## src/rtl/pwc_pkg.sv

```systemverilog
package pwc_pkg;
  typedef enum logic {
    ST_IDLE = 1'b0,
    ST_PROG = 1'b1
  } pwc_state_e;
endpackage

```

## src/rtl/pwc_offset_ctr.sv

```systemverilog
module pwc_offset_ctr #(
  parameter int ADDR_W = 15,
  parameter int PAGE_W = 6
) (
  input  logic                     clk,
  input  logic                     rst_n,
  input  logic                     load_i,
  input  logic [ADDR_W-1:0]        addr_i,
  input  logic                     step_i,
  output logic [ADDR_W-PAGE_W-1:0] row_o,
  output logic [PAGE_W-1:0]        off_o
);
  localparam int ROW_W = ADDR_W - PAGE_W;

  always_ff @(posedge clk or negedge rst_n) begin
    if (!rst_n) begin
      row_o <= '0;
      off_o <= '0;
    end else if (load_i) begin
      row_o <= addr_i[ADDR_W-1:PAGE_W];
      off_o <= addr_i[PAGE_W-1:0];
    end else if (step_i) begin
      off_o <= off_o + PAGE_W'(1);  // low bits only: wraps inside the page
    end
  end

  // a step moves only the in-page offset, modulo the page size
  p_step_wraps_r3: assert property (@(posedge clk) disable iff (!rst_n)
    ($past(step_i) && !$past(load_i)) |->
      (row_o == $past(row_o)) && (off_o == PAGE_W'($past(off_o) + 1'b1)));
endmodule

```

## src/rtl/pwc_page_latch.sv

```systemverilog
module pwc_page_latch #(
  parameter int DATA_W = 8,
  parameter int PAGE_W = 6
) (
  input  logic              clk,
  input  logic              rst_n,
  input  logic              clr_i,
  input  logic              wr_en_i,
  input  logic [PAGE_W-1:0] wr_idx_i,
  input  logic [DATA_W-1:0] wr_data_i,
  input  logic [PAGE_W-1:0] rd_idx_i,
  output logic [DATA_W-1:0] rd_data_o,
  output logic              rd_filled_o,
  output logic              any_o
);
  localparam int SLOTS = 1 << PAGE_W;

  logic [DATA_W-1:0] slot_q [SLOTS];
  logic [SLOTS-1:0]  filled_q;

  for (genvar g = 0; g < SLOTS; g++) begin : g_slot
    logic hit;
    assign hit = wr_en_i && (wr_idx_i == PAGE_W'(g));

    always_ff @(posedge clk or negedge rst_n) begin
      if (!rst_n) begin
        slot_q[g]   <= '0;
        filled_q[g] <= 1'b0;
      end else begin
        if (hit) slot_q[g] <= wr_data_i;
        // a new byte wins over a clear in the same cycle
        if (hit)        filled_q[g] <= 1'b1;
        else if (clr_i) filled_q[g] <= 1'b0;
      end
    end
  end

  assign rd_data_o   = slot_q[rd_idx_i];
  assign rd_filled_o = filled_q[rd_idx_i];
  assign any_o       = |filled_q;

  // the slot that took a byte is marked as filled
  p_slot_marked_r2: assert property (@(posedge clk) disable iff (!rst_n)
    $past(wr_en_i) |-> filled_q[$past(wr_idx_i)]);
endmodule

```

## src/rtl/pwc_cycle_timer.sv

```systemverilog
module pwc_cycle_timer
  import pwc_pkg::*;
#(
  parameter int WRITE_CYCLES = 100,
  parameter int PAGE_W       = 6
) (
  input  logic              clk,
  input  logic              rst_n,
  input  logic              end_i,
  input  logic              have_data_i,
  output logic              busy_o,
  output logic              scan_en_o,
  output logic [PAGE_W-1:0] scan_idx_o,
  output logic              done_o
);
  localparam int SLOTS = 1 << PAGE_W;
  localparam int CNT_W = $clog2(WRITE_CYCLES + 1);
  localparam logic [CNT_W-1:0] LAST = CNT_W'(WRITE_CYCLES - 1);

  pwc_state_e       state_q;
  logic [CNT_W-1:0] cnt_q;

  always_ff @(posedge clk or negedge rst_n) begin
    if (!rst_n) begin
      state_q <= ST_IDLE;
      cnt_q   <= '0;
    end else begin
      unique case (state_q)
        ST_IDLE: if (end_i && have_data_i) begin
          state_q <= ST_PROG;
          cnt_q   <= '0;
        end
        ST_PROG: if (cnt_q == LAST) begin
          state_q <= ST_IDLE;
          cnt_q   <= '0;
        end else begin
          cnt_q <= cnt_q + CNT_W'(1);
        end
        default: state_q <= ST_IDLE;
      endcase
    end
  end

  assign busy_o     = (state_q == ST_PROG);
  assign scan_en_o  = busy_o && (cnt_q < CNT_W'(SLOTS));
  assign scan_idx_o = cnt_q[PAGE_W-1:0];
  assign done_o     = busy_o && (cnt_q == LAST);

  // the busy interval is only entered from an end strobe with data
  p_busy_cause_r5: assert property (@(posedge clk) disable iff (!rst_n)
    $rose(busy_o) |-> ($past(end_i) && $past(have_data_i)));
  // the busy interval ends only after the full count
  p_busy_length_r5: assert property (@(posedge clk) disable iff (!rst_n)
    $fell(busy_o) |-> ($past(cnt_q) == LAST));
endmodule

```

## src/rtl/page_write_collector.sv

```systemverilog
module page_write_collector #(
  parameter int ADDR_W       = 15,
  parameter int DATA_W       = 8,
  parameter int PAGE_W       = 6,
  parameter int WRITE_CYCLES = 100
) (
  input  logic              clk,
  input  logic              rst_n,
  input  logic              begin_xfer,
  input  logic              addr_load,
  input  logic [ADDR_W-1:0] load_addr,
  input  logic              byte_valid,
  output logic              byte_ready,
  input  logic [DATA_W-1:0] byte_data,
  input  logic              end_xfer,
  input  logic              protect,
  output logic              busy,
  output logic              mem_we,
  output logic [ADDR_W-1:0] mem_addr,
  output logic [DATA_W-1:0] mem_wdata
);
  localparam int ROW_W = ADDR_W - PAGE_W;

  logic              accept, load_ok, clr;
  logic [ROW_W-1:0]  row;
  logic [PAGE_W-1:0] off, scan_idx;
  logic              scan_en, done, any_filled, slot_filled;
  logic [DATA_W-1:0] slot_data;

  assign byte_ready = !busy;
  assign accept     = byte_valid && byte_ready;
  assign load_ok    = addr_load && !busy;
  assign clr        = (begin_xfer && !busy) || done;

  pwc_offset_ctr #(.ADDR_W(ADDR_W), .PAGE_W(PAGE_W)) u_off (
    .clk(clk), .rst_n(rst_n), .load_i(load_ok), .addr_i(load_addr),
    .step_i(accept), .row_o(row), .off_o(off)
  );

  pwc_page_latch #(.DATA_W(DATA_W), .PAGE_W(PAGE_W)) u_latch (
    .clk(clk), .rst_n(rst_n), .clr_i(clr), .wr_en_i(accept),
    .wr_idx_i(off), .wr_data_i(byte_data), .rd_idx_i(scan_idx),
    .rd_data_o(slot_data), .rd_filled_o(slot_filled), .any_o(any_filled)
  );

  pwc_cycle_timer #(.WRITE_CYCLES(WRITE_CYCLES), .PAGE_W(PAGE_W)) u_tmr (
    .clk(clk), .rst_n(rst_n), .end_i(end_xfer), .have_data_i(any_filled),
    .busy_o(busy), .scan_en_o(scan_en), .scan_idx_o(scan_idx), .done_o(done)
  );

  assign mem_we    = scan_en && slot_filled && !protect;
  assign mem_addr  = {row, scan_idx};
  assign mem_wdata = slot_data;

  // array writes happen only inside the busy interval
  p_write_in_busy_r4: assert property (@(posedge clk) disable iff (!rst_n)
    mem_we |-> busy);
  // the page row cannot move during a commit
  p_row_frozen_r8: assert property (@(posedge clk) disable iff (!rst_n)
    (busy && $past(busy)) |-> (row == $past(row)));
  // protect blocks every array write
  p_protect_r6: assert property (@(posedge clk) disable iff (!rst_n)
    protect |-> !mem_we);
endmodule

```

## config.mk

```make
export PLATFORM = sky130hd
export DESIGN_NAME = page_write_collector
export DESIGN_NICKNAME = d
export VERILOG_FILES = /design/src/rtl/pwc_pkg.sv /design/src/rtl/pwc_offset_ctr.sv /design/src/rtl/pwc_page_latch.sv /design/src/rtl/pwc_cycle_timer.sv /design/src/rtl/page_write_collector.sv
export SDC_FILE = /design/constraint.sdc
export NUM_CORES = 1
export LEC_CHECK = 0
export BUFFER_PORTS_ARGS = -buffer_cell sky130_fd_sc_hd__buf_2
export CAP_MARGIN = 30
export CORE_UTILIZATION = 50
export DETAILED_ROUTE_END_ITERATION = 6
export GPL_TIMING_DRIVEN = 0
export PLACE_DENSITY = 0.68
export SETUP_SLACK_MARGIN = 0.5
export SYNTH_ARGS = -nofsm -noshare
export SYNTH_HDL_FRONTEND = slang
export SYNTH_SLANG_ARGS = --single-unit
```

## constraint.sdc

```tcl
create_clock -name clk -period 2.6 [get_ports clk]
set_input_delay 0.52 -clock clk [delete_from_list [all_inputs] [get_ports clk]]
set_output_delay 0.52 -clock clk [all_outputs]
set_load 0.005 [all_outputs]
```

# Word level (Yosys, flattened, before mapping)
# Index checks and enable logic that the tools add are counted.
# W data, S select, Z words.
[totals] register_bits=599 elab_cells=424
[op_classes] n_lt_le_gt_ge=3 eq_ne=65 bitwise=2 reduce_logical=142 n_mux=78 add_sub_neg=2
[op_table] op="$eq A6 B6 Y1 const B" count=32
[op_table] op="$reduce_bool A2 Y1" count=65
[op_table] op="$eq A6 B5 Y1 const B" count=16
[op_table] op="$logic_and A1 B1 Y1" count=72
[op_table] op="$mux W1" count=68
[op_table] op="$reduce_or A64 Y1" count=1
[op_table] op="$bmux W8 S6" count=1
[op_table] op="$eq A6 B4 Y1 const B" count=8
[op_table] op="$eq A6 B3 Y1 const B" count=4
[op_table] op="$mux W8" count=2
[op_table] op="$mux W7" count=2
[op_table] op="$pmux W7 S2" count=1
[op_table] op="$eq A6 B2 Y1 const B" count=2
[op_table] op="$mux W6" count=2
[op_table] op="$add A7 B1 Y7 const B" count=1
[op_table] op="$eq A7 B7 Y1 const B" count=1
[op_table] op="$ge A7 B7 Y1 const B" count=1
[op_table] op="$lt A6 B7 Y1 const B" count=1
[op_table] op="$lt A7 B7 Y1 const B" count=1
[op_table] op="$not A6 Y7" count=1
[op_table] op="$add A6 B1 Y6 const B" count=1
[op_table] op="$bmux W1 S6" count=1
[op_table] op="$eq A6 B1 Y1 const B" count=1
[op_table] op="$logic_not A6 Y1" count=1
[op_table] op="other kinds (5)" count=6

# Longest topological paths before layout
# Gate-level depths: netlist of run 1.
[depth] ltp_word=5 ltp_mapped=9 mapped_depth_nobuf=5

# By module
# From an unflattened synthesis of run 1, not the netlist that was laid out.
[unflattened] cells_unflattened=1848 hier_area_um2=27401.3
[by_module_without_submodules] module="pwc_page_latch" area_per_inst_um2=26225.2 cells_per_inst=1736 seq_area_each_um2=14413.8 instances=1
[by_module_without_submodules] module="pwc_offset_ctr" area_per_inst_um2=638.1 cells_per_inst=51 seq_area_each_um2=375.4 instances=1
[by_module_without_submodules] module="pwc_cycle_timer" area_per_inst_um2=501.7 cells_per_inst=55 seq_area_each_um2=200.2 instances=1
[by_module_without_submodules] module="page_write_collector" area_per_inst_um2=36.3 cells_per_inst=6 seq_area_each_um2=0.0 instances=1

# Worst setup path before layout of run 1
# Ideal clock, no wire load.
[synth_path] kind="register to output" start="register u_tmr.cnt_q[0]" end="output port mem_wdata[2]" stages_incl_launch_ff=8 t_arrival_ns=1.842 n_path_buf=2 slack_ns=0.238 path_cell_list="dfrtp_1 > buf_2 > buf_4 > mux4_2 > a22oi_1 > nand2_1 > a22oi_1 > o21ai_0"
[synth_between] elab_chain_cells=4
[synth_lines] element="from (decl)" line_no="pwc_cycle_timer.sv:21" rtl="logic [CNT_W-1:0] cnt_q;"
[synth_lines] element="from (signal assigned)" line_no="pwc_cycle_timer.sv:37" rtl="cnt_q <= cnt_q + CNT_W'(1);"
[synth_lines] element="$not A6 Y7 (implied by the code)" line_no="pwc_page_latch.sv:38" rtl="assign rd_data_o = slot_q[rd_idx_i];"
[synth_lines] element="$bmux W8 S6" line_no="pwc_page_latch.sv:38"
[synth_lines] element="$mux W8 (implied by the code) (2 in series)" line_no="pwc_page_latch.sv:38"
[synth_lines] element="to (decl)" line_no="page_write_collector.sv:20" rtl="output logic [DATA_W-1:0] mem_wdata"
# Every way passes these cells. The select of a mux whose other input is x is not followed.

# Worst setup path after layout of run 1
[layout_path] start="register u_tmr.cnt_q[0]" end="output port mem_wdata[6]"
# Same word-level chain as after synthesis.

==> flow_summary_export.csv, run 1 <==
group,metric,value,unit
detailed_routing,first_pass_iters,5,
sta,relSlewSlack,0.295,
sta,finalCritPeriodShare,1.43,
sta,rsz0062_at_grt,"true",
cts,ctsRootBufferMaster,"clkbuf_16",
final_layout,fin_area,35500,um^2
floorplan,dieWidth,237,um
setup_path,cp.arrival,3200,ps
setup_path,worst-setup-path-type,"flip-flop to primary output",
yosys,synth_ff_type,"dfrtp_1",
floorplan,start_util,0.510,
cts,cts_tree,"done",
outcome,status,"finished with violations",
yosys,syn-num-nets,1886,
sta,timing.hold.ws,-41.5,ps
sta,fmax,269,MHz
global_route,grt_max_degree,127,
global_route,grt_pass1_vias,19300,
sta,maxSlewViolCount,0,
sta,period_needed,3720,ps
cts,clkSlewWorstSetupHoldPaths,60,ps
yosys,synth_edf_count,0,
min_path,hold_class,"input pin to asynchronous set/reset pin",
yosys,synth_seq_area_share,0.541,
setup_path,cp-end-kind,"primary output",
placement,placed_cells,2646,
setup_path,r2r-start,"u_tmr.busy_o",
setup_path,reg2reg_slack,310,ps
global_route,globalRouteOverflowTotal,0,
global_route,globalRouteTotalUtil,0.329,
power,ir_drop,507,uV
setup_path,start_kind,"flip-flop",
placement,hpwl,57.5,mm
yosys,synthArstFlopShare,1.00,
final_layout,synthToLayoutAreaGrowth,27.9,%
final_layout,seq_area,15000,um^2
sta,worst_slack,-1120,ps
global_route,grt_pass1_wl,133,mm
yosys,ys_ff_latch,599,
power,finalPower,19.9,mW
detailed_routing,ant_nets,0,
yosys,ys_types,62,
final_layout,drive_gt1_frac,0.555,
final_layout,nets,2187,
cts,insertion_delay,630,ps
detailed_routing,vias_per_cell,6.43,
setup_path,required,2080,ps
floorplan,ios,56,
placement,globalplace.congestion,0.988,
placement,dpl_cell_area,29200,um^2
yosys,synthCells,1851,
sta,hold_viol_final,75,
detailed_routing,wl_per_cell,31.4,um
final_layout,fin_util,0.653,
setup_path,worstPathMaxFanout,7,
detailed_routing,dr_total_vias,18900,
floorplan,die_area,56400,um^2
final_layout,fin_cells,2944,
floorplan,coreArea,54300,um^2
sta,worstMarginPinSlew,1060,ps
detailed_routing,routed_wl,92.5,mm
detailed_routing,route.detailed.drc,0,
final_layout,multi_input_area,13500,um^2
cts,cts_sinks,599,
cts,cts_made_buffers,67,
yosys,netlist_area,27700,um^2
final_layout,num-fill-cells,3717,
flow_run,max_cap_violations,0,
setup_path,reg2reg_to,"u_latch.slot_q[411]",
placement,io_buffers,46,
setup_path,reg2regPathDepth,10,
power,powerDensity,563,nW/um^2
sta,setup_viol,9,
global_route,antenna_found_initial,2,
outcome,violations,"hold timing, setup timing",
cts,cts-htree-levels,3,
cts,cts_max_path_buffers,3,
final_layout,final_cell_mix,"dfrtp_1, mux2_2, mux2_4",
floorplan,rows,85,
sta,fin_worst_skew,35.7,ps
floorplan,die_h,237,um
yosys,syn_area_per_cell,15.0,um^2
power,total_leakage_power,17.6,nW
detailed_routing,drtIter0Drc,2027,
final_layout,layout_commonest_cell,"dfrtp_1",
yosys,yosys_warnings,0,
placement,dpl_worst_slack,-1160,ps
[cell families (layout without fill, tap and decap cells)]
kind of cell	count (synthesis)	count (layout)	synth area share
AO/OA/AOI/OAI	173	173	0.0459
buffers and inverters	149	486	0.0258
multiplexers	686	686	0.330
adder cells (fa/ha/maj)	5	5	0.00226
AND/OR/NAND/NOR	236	252	0.0542
flip-flops	599	599	0.541
XOR/XNOR	3	3	0.000948
other	0	1	0
[critical path, cell delays in order, from the launching register on]
cell and delay (ps):
dfrtp_2 450, buf_6 140, buf_12 120, buf_16 150, buf_12 130, buf_16 130
mux4_2 470, a22oi_2 210, nand2_2 110, a22oi_2 350, o21ai_2 150, buf_2 170
[cells in the mapped netlist (5+ instances only)]
| cell | number | share of area |
|---|---|---|
| nand4_1 | 5 | 0.0011 |
| a22oi_1 | 53 | 0.014 |
| nand3_1 | 10 | 0.0018 |
| o31ai_1 | 5 | 0.0014 |
| nor2_1 | 12 | 0.0016 |
| o21ai_0 | 20 | 0.0036 |
| clkbuf_1 | 79 | 0.011 |
| nor3_1 | 5 | 0.00090 |
| buf_2 | 39 | 0.0070 |
| o22ai_1 | 5 | 0.0011 |
| mux4_2 | 127 | 0.10 |
| mux2_1 | 16 | 0.0065 |
| mux2i_1 | 29 | 0.010 |
| nor2b_1 | 7 | 0.0016 |
| a21oi_1 | 7 | 0.0013 |
| a21o_1 | 48 | 0.013 |
| dfrtp_1 | 599 | 0.54 |
| nor4_1 | 16 | 0.0036 |
| and2_1 | 9 | 0.0020 |
| and3_1 | 8 | 0.0018 |
| mux2_2 | 505 | 0.21 |
| nor2_8 | 20 | 0.014 |
| nand2_1 | 97 | 0.013 |
| nor2_2 | 26 | 0.0059 |
| a22o_1 | 7 | 0.0022 |
| mux2_4 | 8 | 0.0043 |
| buf_4 | 13 | 0.0035 |
| buf_1 | 8 | 0.0011 |
| ha_1 | 5 | 0.0023 |
[state kept, by name, summed over array words and instances (netlist names)]
register	flops
u_off.off_o	6
u_latch.filled_q	64
u_tmr.cnt_q	7
u_off.row_o	9
u_tmr.busy_o	1
u_latch.slot_q	512
[worst max path at each step]
stage	from	end	slack [ps]
final	u_tmr.cnt_q[0]	mem_wdata[6]	-1120
after global routing	u_tmr.cnt_q[0]	mem_wdata[6]	-1130
after CTS	u_tmr.cnt_q[0]	mem_wdata[4]	-950
after detailed placement	u_tmr.cnt_q[3]	mem_wdata[5]	-1160
after global placement	rst_n	u_latch.slot_q[426]	-10910
after floorplan	u_tmr.cnt_q[0]	mem_wdata[2]	350
[stage by stage]
stage / hold slack (ps) / setup TNS [ps]
CTS: -35.9 / -8020
detailed placement: 474 / -12050
finish: -41.5 / -9260
floorplan: 224 / 0
global placement: 465 / -6495490
global route: -22.2 / -9420
[final cells by class]
class,count,area share
Sequential cell,599,0.423
Tap cell,739,0.0261
Clock inverter,15,0.00473
Buffer,145,0.0350
Multi-Input combinational cell,1119,0.382
Timing Repair Buffer,216,0.0701
Inverter,4,0.000635
Clock buffer,106,0.0585
Antenna cell,1,0.0000706
[timing repair]
item                                    in CTS  in global routing
resized for setup                          402                104
endpoints found under the hold margin       52                  8
endpoints found under the setup margin     508                577
cloned                                      23                  2
buffers inserted                           103                 41
pin swaps                                   90                 37
hold buffers                                 4                  2
[power breakdown]
group          switching [mW]  internal (mW)
sequential             0.0660           9.42
combinational           0.544          0.257
clock                    3.96           5.70
total                    4.57           15.4
[routing by layer]
| metal | GRT usage | up-vias | share of wire |
|---|---|---|---|
| met3 | 0.0917 | 260 | 0.095 |
| li1 | - | 7549 | - |
| met4 | 0.153 | 4 | 0.051 |
| met2 | 0.481 | 1038 | 0.45 |
| met1 | 0.458 | 10100 | 0.41 |
| met5 | 0 | - | 0.00078 |
Power figures use the tool's default switching activity.
==> run 2, diff against run 1 <==
Settings changed: ABC_AREA from default to 1, BUFFER_PORTS_ARGS -buffer_cell sky130_fd_sc_hd__buf_2 to default, DONT_BUFFER_PORTS from default to 1, PLACE_DENSITY 0.68 to 0.67.
==> run 2 against run 1 <==
- the run ends with hold timing, slew limit, setup timing left
- die area decreased by 0.92%
- non-clock buffer count decreased by 9
- power increased by 110%
- largest cell class unchanged
- clock power increased by 6%
- synthesized cell count increased by 82%
- critical path depth unchanged
- routed wire length increased by 31%
- worst hold slack got worse by 330 ps
- critical path type unchanged
- critical endpoint is now mem_wdata[3]
- sequential power increased by 24%
==> flow_summary_export.csv, run 2 <==
group,metric,value,unit
outcome,status,"finished with violations",
outcome,violations,"hold timing, slew limit, setup timing",
yosys,yosysTopAreaCell,"dfrtp_1",
floorplan,start_util,0.508,
setup_path,cp.depth,11,
yosys,ys_types,32,
global_route,globalRouteOverflowTotal,0,
cts,cts-htree-levels,3,
final_layout,fin_cells,4293,
setup_path,worstSetupEndpoint,"mem_wdata[3]",
yosys,yosys_warnings,0,
yosys,synth_ff_type,"dfrtp_1",
final_layout,multi_input_area,11900,um^2
yosys,synthMostInstantiatedCell,"o21ai_0",
yosys,ys_ff_latch,599,
setup_path,cp-end-kind,"primary output",
final_layout,largest_register_ffs,512,
detailed_routing,wl_per_cell,28.2,um
power,finalPower,42.6,mW
setup_path,required,2080,ps
yosys,synth_top_area_share,0.546,
setup_path,reg2reg_slack,270,ps
cts,cts_max_path_buffers,3,
yosys,syn-num-nets,3411,
final_layout,seq_area,15000,um^2
yosys,synth_edf_count,0,
final_layout,drive_gt1_frac,0.189,
final_layout,max_flop_register,"u_latch.slot_q",
setup_path,reg2reg_to,"u_latch.filled_q[1]",
sta,worstMarginPinSlew,2800,ps
placement,placed_cells,4085,
floorplan,die_area,55900,um^2
global_route,globalRouteTotalUtil,0.429,
global_route,grt_pass1_wl,172,mm
yosys,synth_seq_area_share,0.546,
detailed_routing,drtIter0Drc,4300,
setup_path,start_kind,"flip-flop",
min_path,hold_class,"input pin to asynchronous set/reset pin",
yosys,synthCells,3376,
global_route,grt_max_degree,600,
detailed_routing,routed_wl,121,mm
sta,fin_worst_skew,17.8,ps
global_route,antenna_found_initial,7,
detailed_routing,first_pass_iters,7,
setup_path,worstPathMaxFanout,7,
placement,io_buffers,0,
flow_run,max_cap_violations,0,
cts,cts_sinks,599,
setup_path,cp_top_family,"buffers and inverters",
sta,hold_viol_final,301,
detailed_routing,vias_per_cell,6.34,
setup_path,critical_path.slowest_cell,"dfrtp_2",
sta,period_needed,3190,ps
final_layout,layout_commonest_cell,"nand2_1",
sta,maxSlewViolCount,341,
setup_path,worst-setup-path-type,"flip-flop to primary output",
floorplan,rows,85,
final_layout,num-fill-cells,4551,
setup_path,critPathMostFrequentCell,"buf_12",
cts,clkSlewWorstSetupHoldPaths,60,ps
power,powerDensity,1250,nW/um^2
sta,timing.hold.ws,-367,ps
setup_path,r2r-start,"u_tmr.cnt_q[2]",
sta,finalCritPeriodShare,1.23,
global_route,grt_pass1_vias,25300,
cts,cts_made_buffers,68,
setup_path,cp.arrival,2670,ps
final_layout,synthToLayoutAreaGrowth,24.6,%
yosys,syn_area_per_cell,8.14,um^2
cts,insertion_delay,620,ps
yosys,netlist_top_cells_area,"dfrtp_1, o21ai_0, nand2_1, nor2_1, nand3_1",
sta,relSlewSlack,-0.868,
yosys,synthArstFlopShare,1.00,
sta,worst_slack,-586,ps
placement,globalplace.congestion,1.03,
detailed_routing,ant_nets,0,
power,total_leakage_power,16.1,nW
floorplan,ios,56,
setup_path,reg2regPathDepth,14,
detailed_routing,route.detailed.drc,0,
setup_path,crit_chain,"buf_12, inv_12, buf_12, buf_12, buf_12, nor2_4, o211ai_1, nand3_1, nand2_1, nand2_2, nand2_2",
yosys,netlist_area,27500,um^2
cts,ctsRootBufferMaster,"clkbuf_16",
detailed_routing,dr_total_vias,27200,
sta,setup_viol,9,
setup_path,critPathMaxStageDelay,420,ps
floorplan,dieWidth,236,um
sta,fmax,314,MHz
yosys,synth_common_cells,"o21ai_0, nand2_1, dfrtp_1",
final_layout,final_cell_mix,"nand2_1, o21ai_0, dfrtp_1",
floorplan,die_h,236,um
power,ir_drop,665,uV
setup_path,crit_start,"u_tmr.cnt_q[0]",
final_layout,largestRegisters,"u_latch.slot_q x512, u_latch.filled_q x64, u_off.row_o x9",
setup_path,crit_buf_inv,5,
cts,cts_tree,"done",
final_layout,nets,3586,
sta,rsz0062_at_grt,"true",
floorplan,coreArea,54000,um^2
placement,hpwl,80.7,mm
==> run 2: changes by cell type in the layout (fill, tap and decap cells not counted), moves of 87 or more <==
cell and change:
mux2_4 -182, mux4_2 -127, nor2_1 +343, o21ai_0 +724, o21ai_1 +87, mux2_2 -347, nand2_1 +707
==> run 2: layer usage <==
| layer | GRT usage | share of wire | vias up |
|---|---|---|---|
| li1 | - | - | 11500 |
| met4 | 0.274 | 0.074 | 2 |
| met3 | 0.146 | 0.14 | 444 |
| met2 | 0.593 | 0.41 | 1982 |
| met1 | 0.575 | 0.38 | 13300 |
| met5 | 0 | 0.00012 | - |
==> run 2: repair_timing <==
action | 4_1_cts | 5_1_grt
buffers inserted | 52 | 30
resized for setup | 609 | 240
pin swaps | 82 | 62
endpoints found under the setup margin | 592 | 500
endpoints found under the hold margin | 599 | 599
cloned | 6 | 4
==> run 2: final cells by class <==
class                      instances  area share
antenna                            1   0.0000731
buffer                           247      0.0665
clock buffer                      94      0.0577
clock inverter                    21     0.00991
inverter                         126      0.0150
multi-input combinational       2404       0.347
sequential                       599       0.438
tap                              696      0.0254
timing repair buffer             105      0.0408
==> run 2: worst min path at each step <==
stage	from	endpoint	slack, ps
4_1_cts	rst_n	u_latch.slot_q[76]	-380
6_report	rst_n	u_latch.slot_q[76]	-370
2_1_floorplan	rst_n	u_latch.filled_q[0]	220
5_1_grt	rst_n	u_latch.slot_q[76]	-400
3_3_place_gp	rst_n	u_latch.slot_q[76]	250
3_5_place_dp	rst_n	u_latch.slot_q[75]	250
==> run 2: cell families (layout without fill, tap and decap cells) <==
logic type                 after synthesis  after routing  synth area share
xor gates and xnor gates                 3              3          0.000957
adders and majority gates                5              5           0.00228
other                                    0              1                 0
AOI/OAI and AO/OA                      973            973             0.184
DFF                                    599            599             0.546
and+or+nand+nor                       1423           1423             0.210
buffers and inverters                  373            593            0.0572
==> run 2: where the power goes <==
part | switching (mW) | internal (mW) | total, mW
logic | 13.5 | 7.17 | 20.6
clock network | 4.02 | 6.17 | 10.2
registers | 1.01 | 10.8 | 11.8
==> run 2: stage by stage <==
| step | setup slack (ps) | util | setup TNS [ps] | area [um^2] |
|---|---|---|---|---|
| 2_1_floorplan | 506 | - | 0 | 27500 |
| 4_1_cts | -506 | 0.616 | -4190 | 33300 |
| 3_3_place_gp | -1250 | 0.525 | -31060 | 28300 |
| 6_report | -586 | 0.633 | -4780 | 34200 |
| 5_1_grt | -586 | 0.633 | -5100 | 34200 |
| 3_5_place_dp | -980 | 0.528 | -22650 | 28500 |
